**src/rtl/burst_sram_port.sv**
```systemverilog
module burst_sram_port #(
  parameter int ADDR_W    = 6,
  parameter bit PIPELINED = 1'b1
) (
  input  logic              clk,
  input  logic              rst_n,
  input  logic [ADDR_W-1:0] addr,
  input  logic [15:0]       wdata,
  input  logic              strobe_n,
  input  logic              cnt_en_n,
  input  logic              cnt_clr_n,
  input  logic              we_n,
  input  logic              ub_n,
  input  logic              lb_n,
  input  logic              sel_n,
  input  logic              sel,
  input  logic              oe_n,
  output logic [15:0]       rdata,
  output logic [1:0]        rvalid
);
  localparam int DEPTH = 1 << ADDR_W;

  logic [15:0]       mem [DEPTH];
  logic [ADDR_W-1:0] cnt, acc, rd_addr;
  logic [1:0]        rd_be, out_be;
  logic              picked, rd_act;
  logic [15:0]       word, out_word;

  assign picked = !sel_n && sel;
  assign acc = !cnt_clr_n ? '0 :
               !strobe_n  ? addr :
               cnt + {{(ADDR_W-1){1'b0}}, !cnt_en_n};

  always_ff @(posedge clk or negedge rst_n)
    if (!rst_n) cnt <= '0;
    else        cnt <= acc;

  always_ff @(posedge clk)
    if (picked && !we_n) begin
      if (!lb_n) mem[acc][7:0]  <= wdata[7:0];
      if (!ub_n) mem[acc][15:8] <= wdata[15:8];
    end

  always_ff @(posedge clk or negedge rst_n)
    if (!rst_n) begin
      rd_act  <= 1'b0;
      rd_be   <= 2'b00;
      rd_addr <= '0;
    end else begin
      rd_act  <= picked && we_n;
      rd_be   <= {!ub_n, !lb_n};
      rd_addr <= acc;
    end

  assign word = mem[rd_addr];

  generate
    if (PIPELINED) begin : g_pipe
      logic [15:0] p_word;
      logic [1:0]  p_be;
      always_ff @(posedge clk or negedge rst_n)
        if (!rst_n) p_be <= 2'b00;
        else        p_be <= (rd_act && picked) ? rd_be : 2'b00;
      always_ff @(posedge clk)
        p_word <= word;
      assign out_word = p_word;
      assign out_be   = p_be;
    end else begin : g_flow
      assign out_word = word;
      assign out_be   = rd_act ? rd_be : 2'b00;
    end
  endgenerate

  assign rvalid = oe_n ? 2'b00 : out_be;
  assign rdata  = {out_word[15:8] & {8{rvalid[1]}}, out_word[7:0] & {8{rvalid[0]}}};
endmodule


```
**config.mk**
```make
export PLATFORM = sky130hd
export DESIGN_NAME = burst_sram_port
export DESIGN_NICKNAME = d
export VERILOG_FILES = /design/src/rtl/burst_sram_port.sv
export SDC_FILE = /design/constraint.sdc
export NUM_CORES = 1
export LEC_CHECK = 0
export ABC_CLOCK_PERIOD_IN_PS = 4300
export BUFFER_PORTS_ARGS = -buffer_cell sky130_fd_sc_hd__buf_4
export CAP_MARGIN = 20
export CORE_AREA = 2 2 323 325
export CTS_CLUSTER_DIAMETER = 60
export DETAILED_ROUTE_END_ITERATION = 8
export DIE_AREA = 0 0 325 327
export GPL_TIMING_DRIVEN = 0
export SKIP_LAST_GASP = 1
export SLEW_MARGIN = 15
export SYNTH_ARGS = -nofsm -noshare
export SYNTH_HDL_FRONTEND = slang
export SYNTH_SLANG_ARGS = --single-unit
```
**constraint.sdc**
```tcl
create_clock -name clk -period 4.3 [get_ports clk]
set_input_delay 0.43 -clock clk [delete_from_list [all_inputs] [get_ports clk]]
set_output_delay 0.43 -clock clk [all_outputs]
set_load 0.01 [all_outputs]
```
[After elaboration in Yosys (flattened, before gate mapping)]
Memories as Yosys holds them, arrays and structs flattened. A register that Yosys moved wholly into a read port is not among the register bits.
Cells that the tools add are included.
Storage, ports and cells
  register bits: 11
  bits in writable memories: 1024
  output and inout bits: 18
  memories: 1
Cells by class
  $add $sub $neg: 1
  muxes and demuxes: 10
  bitwise operators: 2
  reduce and logical (&&, ||, !) cells: 9
Memory list
  mem: depth 64, width 16, rd ports 1, clocked after Yosys merged registers in 1, write ports 1, line 23  | logic [15:0] mem [DEPTH];
Operator list (count)
  $and 8x8->8: 2
  $mux 6: 2
  $add 6x1->6: 1
  $mux 1: 6
  $logic_not 1->1: 5
  $logic_and 1x1->1: 4
  $mux 2: 2

[Logic depth before layout (Yosys ltp)]
  word-level depth: 5
  depth in mapped cells: 11
  gate-level depth less buffers: 9

[Worst setup path after synthesis]
OpenSTA, ideal clock, no wires.
  kind: input port to flip-flop
  start point: in cnt_en_n
  end point: mem mem[12][0] (enable)
  setup time: 0.370 ns
  arrival: 2.537 ns
  required time: 3.930 ns
  slack: 1.393 ns
  cell stages on the path: 8
  path through: inv_1 ha_1 ha_1 xnor2_1 a211oi_1 nor4b_1 nand2_1 nor2_1
Between the ends
  longest elaborated chain between the ends: 4
Ends and longest elaborated chain
  start, declared: line 10  | input logic cnt_en_n,
  $logic_not 1->1: line 32  | cnt + {{(ADDR_W-1){1'b0}}, !cnt_en_n};
  $add 6x1->6: line 32
  $mux 6: line 31  | !strobe_n ? addr :
  $mux 6: line 30  | assign acc = !cnt_clr_n ? '0 :
  named net acc[2]: line 24  | logic [ADDR_W-1:0] cnt, acc, rd_addr;
  end, declared: line 23
The timed path passes the listed nets, and every way through them passes these cells.

==> key figures <==
Drt
  – Final Routed Wirelength: roughly 110000 um
  – Post-route antenna net violation count: 0
  – Drt pass-1 iters: 6
  – Routed length per placed instance: between 30 and 40 um
  – Via density per instance: 5.80
  – Violation count after the first detailed-route iteration: 2917
  – Total DRC errors in the routed layout: 0
  – Vias: 21261

Setup path
  – Cell mode on critical path: sky130_fd_sc_hd__ha_1
  – Register-to-register setup slack: 0.02 ns
  – CP cell instances: ha_1, ha_1, xnor2_1, a211oi_1, nor4b_1, nand2_1, nor2_1
  – Critical path launch point: rd_addr[0]
  – Arr. time, crit path: 4.55 ns
  – Nature of the critical path endpoint: register
  – CP endpoint: mem[46][3]
  – Crit path depth: 7
  – Startpoint Class: register
  – Crit path kind: reg2reg
  – Capture point of the worst reg-to-reg path: mem[46][3]
  – Critical Path RT: 4.57 ns
  – Slowest cell on the critical path: sky130_fd_sc_hd__nor2_1
  – Beginning of the worst register-to-register path: rd_addr[0]
  – Largest stage delay on the critical path: 0.85 ns
  – Cell family with the largest share of critical-path delay: simple AND/OR/NAND/NOR gates
  – Worst-path fanout max: 8
  – Number of cell instances on the worst register-to-register path: 7
  – WP buf/inv: 0

Synth
  – Ys async rst share: 0.0105
  – Yosys warning total: 0
  – Cell with the most instances after synthesis: sky130_fd_sc_hd__edfxtp_1
  – Simple-gate share of the synthesized area: 0.0292
  – Mean post-synth cell area: 19.9 um^2
  – Post-synthesis share of cell area spent on full adders, half adders and majority gates: 0.000614
  – Top area cells in the synthesized netlist: sky130_fd_sc_hd__edfxtp_1 (75%), sky130_fd_sc_hd__mux4_2 (9.5%), sky130_fd_sc_hd__mux2i_1 (4.2%)
  – Number of flops mapped to enable cells by yosys: 1024
  – Mapped Cells: 2046
  – XOR/XNOR share of the synthesized area: 0.000645
  – Post-synthesis sequential area ratio: 0.769
  – Proportion of synthesized area in mux cells: 0.146
  – Share of the synthesized area in the top cell type: 0.755
  – Count of cell types in the netlist: 47
  – Syn_nets: approximately 2100
  – Yosys top cell by area: sky130_fd_sc_hd__edfxtp_1
  – Synthesized cell area: ~0.041 mm^2
  – Commonest register cell after synthesis: sky130_fd_sc_hd__edfxtp_1
  – Number of register bits inferred by synthesis: 1051
  – Compound-cell area share of the yosys netlist: 0.0397
  – Combinational family with the most area after synthesis: multiplexers
  – List of most frequent post-synthesis cells: sky130_fd_sc_hd__edfxtp_1 (1024), sky130_fd_sc_hd__mux2i_1 (171), sky130_fd_sc_hd__mux4_2 (171)

STA
  – Worst slew margin: 0.216
  – Final worst-path cycle share: 0.995
  – Transition time at the pin with the least slew margin: 1.18 ns
  – Final number of hold-violating endpoints: 0
  – Total count of max-transition violations in the final report: 0
  – Final setup skew: 0.0246 ns
  – Setup repair after global routing missed its margin: yes
  – Final setup viols: 0
  – Worst hold margin: 0.0293 ns
  – Min cycle time layout: 4.28 ns
  – Max frequency: 234 MHz

Finish
  – Synthesis-to-layout area growth: 13.0%
  – Fraction of layout cells with a size suffix above 1: 0.219
  – Post-layout instance area: 0.0461 mm^2
  – Final net count: around 2200
  – Final Util: 0.448
  – Post-Layout Cell Count: 3668

Place
  – Count of buffers from port buffering: 49
  – Gp weighted congestion: 0.927
  – Cell area after placement: about 0.043 mm^2
  – Inst Count DP: 3475
  – Post-detailed-placement half-perimeter wirelength: 75000 um

Clock network
  – # H-tree levels: 3
  – CTS buffer count: between 90 and 100
  – Clock latency of the later-clocked register in the worst-skew pair: around 0.66 ns
  – Total setup buffers inserted after CTS: 0
  – Clock-pin slew reported for the worst setup and hold paths after clock tree synthesis: about 0.060 ns
  – Clk sinks: 1051
  – CTS tree: yes
  – Root Driver: sky130_fd_sc_hd__clkbuf_16
  – Maximum clock path buffer count: 3

Power
  – Post-layout power: 21.2 mW
  – Register share of total power: 0.532
  – Leakage dissipation: around 14 nW
  – Logic pwr share: 0.073
  – Psw: just under 5 mW
  – Switching Fraction: 0.227
  – Power density over cell area: 461 mW/mm^2
  – Clock share of power: 0.395
  – Cell-internal power: 16.4 mW
  – Peak supply drop: around 470 uV

Min path
  – Path class of the lowest-slack min-delay path: in2reg

Run
  – Number of max-capacitance violations reported: 0

Die
  – Die Ht: 327 um
  – Starting utilization of the core area: 0.396
  – Core Footprint: 0.103 mm^2
  – Die area: 0.106 mm^2
  – Top-Level Pins: around 50
  – Chip Width: approximately 330 um
  – Number of core rows: 118

Global routing
  – Number of antenna violations at the first check in global routing: 14
  – Global-route usage over all layers: 0.207
  – GRT Residual Overflow: 0
  – Via count of the first global-routing pass: 20839
  – Wire length of the first global-routing pass: 156000 um
  – Maximum number of pins on one net before global-route repair: 65

Outcome
  – Result of the run: finished, final reports clean
[power groups by stage]
stage,Combinational [mW],Sequential [mW],Clock [mW]
after floorplan,0.787,11.5,0
after global placement,1.50,11.5,0
after detailed placement,1.52,11.5,0
after CTS,1.53,11.3,8.48
after global routing,1.60,11.3,8.87
final,1.55,11.3,8.39
[worst register-to-register path, stage by stage (launching register included)]
cell                       delay, ns
sky130_fd_sc_hd__dfrtp_1        0.42
sky130_fd_sc_hd__ha_1           0.24
sky130_fd_sc_hd__ha_1           0.21
sky130_fd_sc_hd__xnor2_1        0.13
sky130_fd_sc_hd__a211oi_1       0.49
sky130_fd_sc_hd__nor4b_1        0.73
sky130_fd_sc_hd__nand2_1        0.80
sky130_fd_sc_hd__nor2_1         0.86
[worst min path at each step]
stage	start	endpoint	slack, ns	depth (start not counted)
2_1_floorplan	rst_n	g_pipe.p_be[0]	0.13	0
3_3_place_gp	rst_n	rd_addr[2]	0.27	1
3_5_place_dp	rst_n	rd_addr[1]	0.27	1
4_1_cts	we_n	rd_act	0.001	2
5_1_grt	we_n	rd_act	0.04	2
6_report	we_n	rd_act	0.03	2
[area by class of cell]
| type | instances | area (um^2) |
|---|---|---|
| Antenna cell | 5 | 12.5 |
| Clock buffer | 124 | 2620 |
| Multi-Input combinational cell | 869 | 8860 |
| Fill cell | 8806 | 56800 |
| Timing Repair Buffer | 54 | 420 |
| Sequential cell | 1051 | 31300 |
| Tap cell | 1380 | 1730 |
| Clock inverter | 59 | 462 |
| Buffer | 119 | 579 |
| Inverter | 7 | 26.3 |
[metrics by stage]
step           worst slack, ns  TNS [ns]
2_1_floorplan             1.39         0
3_3_place_gp            0.0800         0
3_5_place_dp            -0.108     -2.56
4_1_cts                 0.0308         0
5_1_grt                 -0.252    -24.55
6_report                0.0195         0
[registers in the layout, indices dropped and copies added (netlist names)]
name           flops
mem             1024
g_pipe.p_word     16
rd_addr            6
g_pipe.p_be        2
rd_be              2
rd_act             1
[metal layers]
layer | GRT usage | part of all wire
met1 | 0.295 | 0.41
met2 | 0.321 | 0.47
met5 | 0 | 0.00012
met4 | 0.0685 | 0.029
met3 | 0.0406 | 0.097
[timing repair]
| action | CTS | global route |
|---|---|---|
| hold buffers | 3 | 0 |
| gates resized for setup | 2 | 24 |
| endpoints found under the setup margin | 2 | 311 |
| hold endpoints to repair | 13 | 0 |
[cells in the final DEF (no fill, tap or decap), drive strengths merged, types with 38 or more instances in the layout]
cell       n
o22ai     53
o21ai     38
mux4     171
mux2i    171
edfxtp  1024
nor2     160
clkinv    46
buf      119
clkbuf   175
nand2     41
[logic make-up (layout without fill, tap and decap cells)]
family / count (synthesis) / count (layout)
AO/OA/AOI/OAI: 222 / 222
flip-flops: 1051 / 1051
adder cells (fa/ha/maj): 2 / 2
AND/OR/NAND/NOR: 267 / 267
buffers and inverters: 126 / 363
other: 0 / 5
XOR/XNOR: 3 / 3
multiplexers: 375 / 375
No activity file was read; power rests on OpenSTA's default activity.
